## src/rtl/synth_cfg_pkg.sv

```systemverilog
package synth_cfg_pkg;
    parameter int unsigned ADDR_W = 8;
    parameter int unsigned DATA_W = 8;
    parameter int unsigned M_W    = 10;
    parameter int unsigned NA_W   = 3;

    localparam int unsigned M_HI_W = M_W - DATA_W;

    localparam logic [ADDR_W-1:0] ADDR_M_LO = 8'h00;
    localparam logic [ADDR_W-1:0] ADDR_M_HI = 8'h01;
    localparam logic [ADDR_W-1:0] ADDR_CMD  = 8'hF0;

    typedef enum logic [DATA_W-1:0] {
        CMD_LOAD = 8'h01,
        CMD_GET  = 8'h02,
        CMD_INC  = 8'h03,
        CMD_DEC  = 8'h04
    } cmd_e;

    typedef struct packed {
        logic [M_W-1:0]  m;
        logic [NA_W-1:0] na;
        logic            nb;
        logic            p;
    } div_cfg_t;
endpackage

```

## src/rtl/synth_lock_sync.sv

```systemverilog
module synth_lock_sync #(
    parameter int unsigned STAGES = 2
) (
    input  logic clk,
    input  logic rst,
    input  logic async_in,
    output logic sync_out
);
    logic [STAGES-1:0] chain_q;

    generate
        if (STAGES == 1) begin : g_single
            always_ff @(posedge clk) begin
                if (rst) chain_q <= '0;
                else     chain_q <= async_in;
            end
        end else begin : g_multi
            always_ff @(posedge clk) begin
                if (rst) chain_q <= '0;
                else     chain_q <= {chain_q[STAGES-2:0], async_in};
            end
        end
    endgenerate

    assign sync_out = chain_q[STAGES-1];
endmodule

```

## src/rtl/synth_reg_decode.sv

```systemverilog
module synth_reg_decode
    import synth_cfg_pkg::*;
(
    input  logic [ADDR_W-1:0] addr,
    input  logic              wr_en,
    input  div_cfg_t          shadow,
    input  logic              lock_bit,
    output logic              wr_m_lo,
    output logic              wr_m_hi,
    output logic              wr_cmd,
    output logic [DATA_W-1:0] rd_val
);
    always_comb begin
        wr_m_lo = wr_en && (addr == ADDR_M_LO);
        wr_m_hi = wr_en && (addr == ADDR_M_HI);
        wr_cmd  = wr_en && (addr == ADDR_CMD);
    end

    always_comb begin
        case (addr)
            ADDR_M_LO: rd_val = shadow.m[DATA_W-1:0];
            ADDR_M_HI: rd_val = {shadow.m[M_W-1:DATA_W], shadow.na,
                                 shadow.nb, shadow.p, lock_bit};
            default:   rd_val = '0;
        endcase
    end
endmodule

```

## src/rtl/synth_div_core.sv

```systemverilog
module synth_div_core
    import synth_cfg_pkg::*;
(
    input  logic              clk,
    input  logic              rst,
    input  logic              wr_m_lo,
    input  logic              wr_m_hi,
    input  logic              wr_cmd,
    input  logic [DATA_W-1:0] wdata,
    input  logic              rd_en,
    input  logic [DATA_W-1:0] rd_val,
    output div_cfg_t          shadow,
    output div_cfg_t          active,
    output logic [DATA_W-1:0] rdata
);
    typedef struct packed {
        div_cfg_t          shadow;
        div_cfg_t          active;
        logic [DATA_W-1:0] rdata;
    } core_state_t;

    core_state_t state_d, state_q;

    always_comb begin
        state_d = state_q;

        if (wr_m_lo) begin
            state_d.shadow.m[DATA_W-1:0] = wdata;
        end

        if (wr_m_hi) begin
            {state_d.shadow.m[M_W-1:DATA_W], state_d.shadow.na,
             state_d.shadow.nb, state_d.shadow.p} = wdata[DATA_W-1:1];
        end

        if (wr_cmd) begin
            case (cmd_e'(wdata))
                CMD_LOAD: state_d.active   = state_q.shadow;
                CMD_GET:  state_d.shadow   = state_q.active;
                CMD_INC:  state_d.active.m = state_q.active.m + 1'b1;
                CMD_DEC:  state_d.active.m = state_q.active.m - 1'b1;
                default:  ;
            endcase
        end

        if (rd_en) begin
            state_d.rdata = rd_val;
        end
    end

    always_ff @(posedge clk) begin
        if (rst) state_q <= '0;
        else     state_q <= state_d;
    end

    assign shadow = state_q.shadow;
    assign active = state_q.active;
    assign rdata  = state_q.rdata;
endmodule

```

## src/rtl/synth_divider_regs.sv

```systemverilog
module synth_divider_regs
    import synth_cfg_pkg::*;
#(
    parameter int unsigned LOCK_STAGES = 2
) (
    input  logic              clk,
    input  logic              rst,
    input  logic [ADDR_W-1:0] addr,
    input  logic [DATA_W-1:0] wdata,
    input  logic              wr_en,
    input  logic              rd_en,
    output logic [DATA_W-1:0] rdata,
    input  logic              lock_in,
    output logic [M_W-1:0]    m_active,
    output logic [NA_W-1:0]   na_active,
    output logic              nb_active,
    output logic              p_active
);
    logic              lock_bit;
    logic              wr_m_lo;
    logic              wr_m_hi;
    logic              wr_cmd;
    logic [DATA_W-1:0] rd_val;
    div_cfg_t          shadow_cfg;
    div_cfg_t          active_cfg;

    synth_lock_sync #(.STAGES(LOCK_STAGES)) u_lock (
        .clk      (clk),
        .rst      (rst),
        .async_in (lock_in),
        .sync_out (lock_bit)
    );

    synth_reg_decode u_dec (
        .addr     (addr),
        .wr_en    (wr_en),
        .shadow   (shadow_cfg),
        .lock_bit (lock_bit),
        .wr_m_lo  (wr_m_lo),
        .wr_m_hi  (wr_m_hi),
        .wr_cmd   (wr_cmd),
        .rd_val   (rd_val)
    );

    synth_div_core u_core (
        .clk     (clk),
        .rst     (rst),
        .wr_m_lo (wr_m_lo),
        .wr_m_hi (wr_m_hi),
        .wr_cmd  (wr_cmd),
        .wdata   (wdata),
        .rd_en   (rd_en),
        .rd_val  (rd_val),
        .shadow  (shadow_cfg),
        .active  (active_cfg),
        .rdata   (rdata)
    );

    assign m_active  = active_cfg.m;
    assign na_active = active_cfg.na;
    assign nb_active = active_cfg.nb;
    assign p_active  = active_cfg.p;
endmodule

```

## config.mk

```make
export PLATFORM = sky130hd
export DESIGN_NAME = synth_divider_regs
export DESIGN_NICKNAME = d
export VERILOG_FILES = /design/src/rtl/synth_cfg_pkg.sv /design/src/rtl/synth_lock_sync.sv /design/src/rtl/synth_reg_decode.sv /design/src/rtl/synth_div_core.sv /design/src/rtl/synth_divider_regs.sv
export SDC_FILE = /design/constraint.sdc
export NUM_CORES = 1
export LEC_CHECK = 0
export BUFFER_PORTS_ARGS = -buffer_cell sky130_fd_sc_hd__buf_2
export CORE_ASPECT_RATIO = 1.25
export CORE_UTILIZATION = 50
export DETAILED_ROUTE_END_ITERATION = 10
export GPL_TIMING_DRIVEN = 0
export HOLD_SLACK_MARGIN = 0.12
export PLACE_DENSITY = 0.87
export SLEW_MARGIN = 25
export SYNTH_ARGS = -nofsm -noshare
export SYNTH_HDL_FRONTEND = slang
export SYNTH_SLANG_ARGS = --single-unit
export TNS_END_PERCENT = 5
```

## constraint.sdc

```tcl
create_clock -name clk -period 2.55 [get_ports clk]
set_input_delay 0.3825 -clock clk [delete_from_list [all_inputs] [get_ports clk]]
set_output_delay 0.3825 -clock clk [all_outputs]
set_load 0.02 [all_outputs]
```

## Word-level counts from Yosys, hierarchy flattened

Index checks and enable logic that the tools add are counted.

- $add $sub $neg: 2
- Equal/unequal tests: 6
- Multiplexer cells: 8
- Reductions and logical operators: 7

Operators with widths:

| operator | number |
|---|---|
| two-way mux 30 bit | 1 |
| one-hot mux 10 bit (3 select lines) | 1 |
| == test 8 x 1 -> 1 bit, second input constant | 2 |
| == test 8 x 2 -> 1 bit, second input constant | 2 |
| one-hot mux 8 bit (2 select lines) | 1 |
| two-way mux 15 bit | 1 |
| adder 10 x 1 -> 10 bit, second input constant | 1 |
| two-way mux 5 bit | 2 |
| subtractor 10 x 1 -> 10 bit, second input constant | 1 |
| == test 8 x 3 -> 1 bit, second input constant | 1 |
| == test 8 bit, second input constant | 1 |
| zero test 8 bit | 1 |
| two-way mux 8 bit | 1 |
| AND reduction 2 bit | 2 |
| logical AND 1 bit | 3 |
| nonzero test 3 bit | 1 |
| two-way mux 2 bit | 1 |

- Flip-flop bits (word level): 40
- Input bits: 21
- Output and inout bits: 23
- Logic and storage cells: 33

## Longest topological paths before layout

- Depth in word-level cells: 5
- Depth in mapped cells: 9
- Depth with buffers taken out: 9

## Hierarchy

A second synthesis with hierarchy kept.

- Cells, all modules: 270
- Area total of the unflattened synthesis: 2422.3 um2

By module, submodules not included:

| module | instances | cells each | area an instance (um2) | seq. area each (um2) |
|---|---|---|---|---|
| synth_div_core | 1 | 238 | 2127.0 | 760.7 |
| synth_reg_decode | 1 | 28 | 242.7 | 0.0 |
| synth_lock_sync | 1 | 4 | 52.6 | 40.0 |

## Worst setup path after synthesis

No wires, ideal clock.

- Kind: input to register
- From: in wdata[1]
- To: reg u_core.state_q, in the netlist u_core.active[11]
- Setup time: 0.124 ns
- Data arrival time: 2.422 ns
- Required time: 2.426 ns
- Setup slack: 0.004 ns
- Stages on the path: 9
- Path buffers: 0
- Cell sequence: nor3b_2 > nand3_1 > xnor2_1 > ha_1 > or4_1 > or3_1 > mux2i_1 > o21ai_0 > o2bb2ai_1

- Longest elaborated chain between the ends: 3
- Elaborated cells between the ends (all ways): 6
- Those cells by class: eq/ne: 3; mux: 1; reduce/logical: 2

RTL lines:

| item | line | text |
|---|---|---|
| start, declared | synth_divider_regs.sv:9 | `input logic [DATA_W-1:0] wdata,` |
| == test 8 x 1 -> 1 bit (tied with other cells) | synth_div_core.sv:37 | `case (cmd_e'(wdata))` |
| nonzero test 3 bit (no line) | -- |  |
| AND reduction 2 bit (no line) | -- |  |
| end signal, assigned | synth_div_core.sv:53 | `else state_q <= state_d;` |
| end, declared | synth_div_core.sv:22 | `core_state_t state_d, state_q;` |

Parallel ways exist; a longest one is shown, timed or not.
A chain may end at the register's enable or synchronous reset.

## Final worst setup path

- From: in wdata[4]
- To: reg u_core.state_q, in the netlist u_core.active[13]

The elaborated chain is that of the path after synthesis.

==> impl_results.md <==
* Via count at 2186
* Fin Hold WS at 0.2986 ns
* Clock skew at 0.007717 ns
* Worst EP arrival at 2.59 ns
* Floorplan core area at 4459 sq um
* Asr flop ratio synth at 0
* Vias per inst at 5.956
* CP Cell Sequence: buf_2 > nor3_4 > nand3_2 > xnor2_1 > ha_1 > or4_1 > or3_1 > mux2i_2 > o21ai_0 > o2bb2ai_1
* Initial DRT Pass Iterations at 5
* NetSw at 0.2747 mW
* ANT cells at 0
* Avg Cell Area, Syn at 9.140 sq um
* H-tree Lvls at 2
* Fmax at 0.4152 GHz
* Final Max Tran Viols at 0
* PwrDens at 406.2 nW/um^2
* R2R cell count at 8
* Reg-to-Reg End: u_core.active[13]
* Yosys cell types at 50
* Hold depth at 2
* Post-synth top area cell: dfxtp_1
* CP max FO at 5
* Area added between synthesis and finish at 17.38%
* Full die area at 4959 sq um
* Final Critical Period at 2.408 ns
* #FFs+latches synth at 40
* RSZ-0062 raised after global routing: no
* Syn_nets at 278
* Worst setup SP type: input port
* Least-Margin Pin Slew at 0.7607 ns
* Clk_lat worst skew at 0.30 ns
* Synth Instances at 256
* Comb power frac at 0.071
* Hold Crit Start: lock_in
* Sink Count at 40
* Share of power burned in registers at 0.562
* Yosys top cell area share at 0.3422
* Vias in the first global route at 2184
* WP data required at 2.73 ns
* CTS Buffer Depth at 2
* Post-synth top flop: dfxtp_1
* Worst-path clk slew at 0.08 ns
* Slew headroom at 0.4928
* Pre-CTS setup slack at -0.5384 ns
* Fin area at 2746 sq um
* Sequential cell area fraction in the yosys report at 0.3422
* Placed cell areas at 2628 sq um
* Avg WL per Cell at 16.72 microns
* First-pass GRT wire length at 10.41 mm
* Layout filler cell count at 404
* Number of synthesized flops with an enable pin at 0
* Total CTS buffers at 5
* Clock network power share at 0.367
* Initial antenna violation count at 0
* # DRC at 0
* Final setup margin at 0.1418 ns
* Final hold vios at 0
* Clock tree from TritonCTS: done
* I/O pins at 44
* Sw frac at 0.2463
* Reg2reg start: u_core.active[6]
* Synth warnings at 0
* Total Wirelength at 6.138 mm
* Setup TNS at 0 ns
* Root buffer cell: clkbuf_8
* Global route total overflow at 0
* Leakage power at 1.196 nW
* Top cells by area, synth: dfxtp_1 (34%), mux2i_1 (11%), a211oi_2 (8.0%)
* CP max stage delay at 0.45 ns
* Syn Std Cell Area at 2340 sq um
* Status: finished, final reports clean
* Int Power at 0.8408 mW
* Initial drt markers at 135
* Critical setup path kind: input port to flop
* Crit path capture type: flop
* Peak supply drop at 391.0 uV
* Layout cells sized above 1 at 0.3236
* Gp weighted congestion at 0.8783
* Final setup viols at 0
* Starting density of the core at 0.5247
* Antenna viol nets, final at 0
* Hold crit path type: input port to flop
* Worst Hold Endpoint: u_lock.chain_q[0]
* IO Port Bufs at 43
* Die width at 63.19 microns
* Max-cap viol count at 0
* Crit path max-delay cell type: or4_1
* R2R setup slack at 0.38 ns
* Final Cycle Share at 0.9444
* Die height at 78.48 microns
* Final Net Count at 331
* All-Layer GR Usage at 0.2698
* FP Rows at 27
* Post-DP HPWL at 4.463 mm
* Largest net degree at the start of global routing at 13
* Final core utilization at 0.6159
-- layout by cell type (no fill, tap or decap), drive strengths merged, types with 2 or more instances in the layout --
master / n
a211oi: 15
a21oi: 15
a22oi: 4
and3: 5
buf: 57
clkbuf: 14
dfxtp: 40
inv: 4
mux2: 10
mux2i: 26
nand2: 7
nand2b: 11
nand3: 14
nand4: 2
nor2: 31
nor2b: 5
nor3: 5
nor4b: 2
o211ai: 2
o21a: 3
o21ai: 3
o2bb2ai: 2
o32ai: 5
or2: 3
or3: 4
or4: 2
-- synth_stat cells (3+ instances only) --
master,instances
nor2_1,31
a22oi_1,4
a21oi_1,15
o21ai_0,3
a211oi_2,15
clkbuf_1,8
buf_6,3
dfxtp_1,40
nand2_1,7
and3_1,5
nor2b_1,5
or3_1,4
inv_1,4
o21a_1,3
o32ai_1,3
buf_2,6
nor3_1,4
mux2_2,10
mux2i_1,26
nand3_1,14
nand2b_1,11
-- timing repair --
| item | 4_1_cts | 5_1_grt |
|---|---|---|
| endpoints found under the setup margin | 3 | 2 |
| buffers inserted | 1 | 2 |
| pin swaps | 0 | 1 |
| hold buffers | 0 | 0 |
| gates resized for setup | 1 | 2 |
-- power by group through the flow --
stage,logic [mW],clock network [mW],registers [mW]
CTS,0.0761,0.417,0.626
detailed placement,0.0728,0,0.641
floorplan,0.0358,0,0.641
global route,0.0849,0.439,0.627
finish,0.0797,0.409,0.626
global placement,0.0704,0,0.641
-- worst max-delay path: cells and delay by family --
| kind | cells | cell delay, ns |
|---|---|---|
| muxes | 1 | 0.21 |
| xor gates and xnor gates | 1 | 0.15 |
| adders and majority gates | 1 | 0.22 |
| buffers and inverters | 1 | 0.14 |
| and+or+nand+nor | 4 | 1.22 |
| AOI/OAI and AO/OA | 2 | 0.26 |
-- sequential cells by signal, indices dropped and copies added (netlist names) --
signal and flops:
u_core.rdata 8, u_core.active 15, u_core.shadow 15, u_lock.chain_q 2
-- cell type report --
cell class	instances	area [sq um]	area share
multi-input combinational	192	1429	0.5203
sequential	40	800.8	0.2916
timing repair buffer	46	237.7	0.08656
buffer	20	110.1	0.04009
tap	58	72.57	0.02642
clock buffer	5	68.82	0.02506
inverter	4	15.01	0.005467
clock inverter	2	12.51	0.004556
-- logic make-up after synthesis --
logic type      after synthesis  synth area share
compound gates               55            0.2016
mux                          36            0.1594
simple gates                 99            0.2342
buf+inv                      24           0.05347
fa+ha+maj                     1          0.005347
xor+xnor                      1          0.003744
flops                        40            0.3422
-- worst max path at each step --
stage               cells past startpoint           endpoint     start
finish                                 10  u_core.active[13]  wdata[4]
global route                           10  u_core.active[13]  wdata[4]
floorplan                               9  u_core.active[11]  wdata[1]
CTS                                    10  u_core.active[13]  wdata[3]
global placement                       10  u_core.active[13]  wdata[1]
detailed placement                     10  u_core.active[13]  wdata[2]
-- per-layer routing --
| metal | global-route usage | share of wire |
|---|---|---|
| met1 | 0.3047 | 0.40 |
| met2 | 0.4667 | 0.51 |
| met3 | 0.05233 | 0.056 |
| met4 | 0.1591 | 0.029 |
| met5 | 0 | 0 |
-- metrics by stage --
step	power (mW)	instances
after global placement	0.7113	357
after global routing	1.151	367
after detailed placement	0.7139	357
after floorplan	0.6765	256
after CTS	1.119	365
final	1.116	367
No activity file was read; power rests on OpenSTA's default activity.
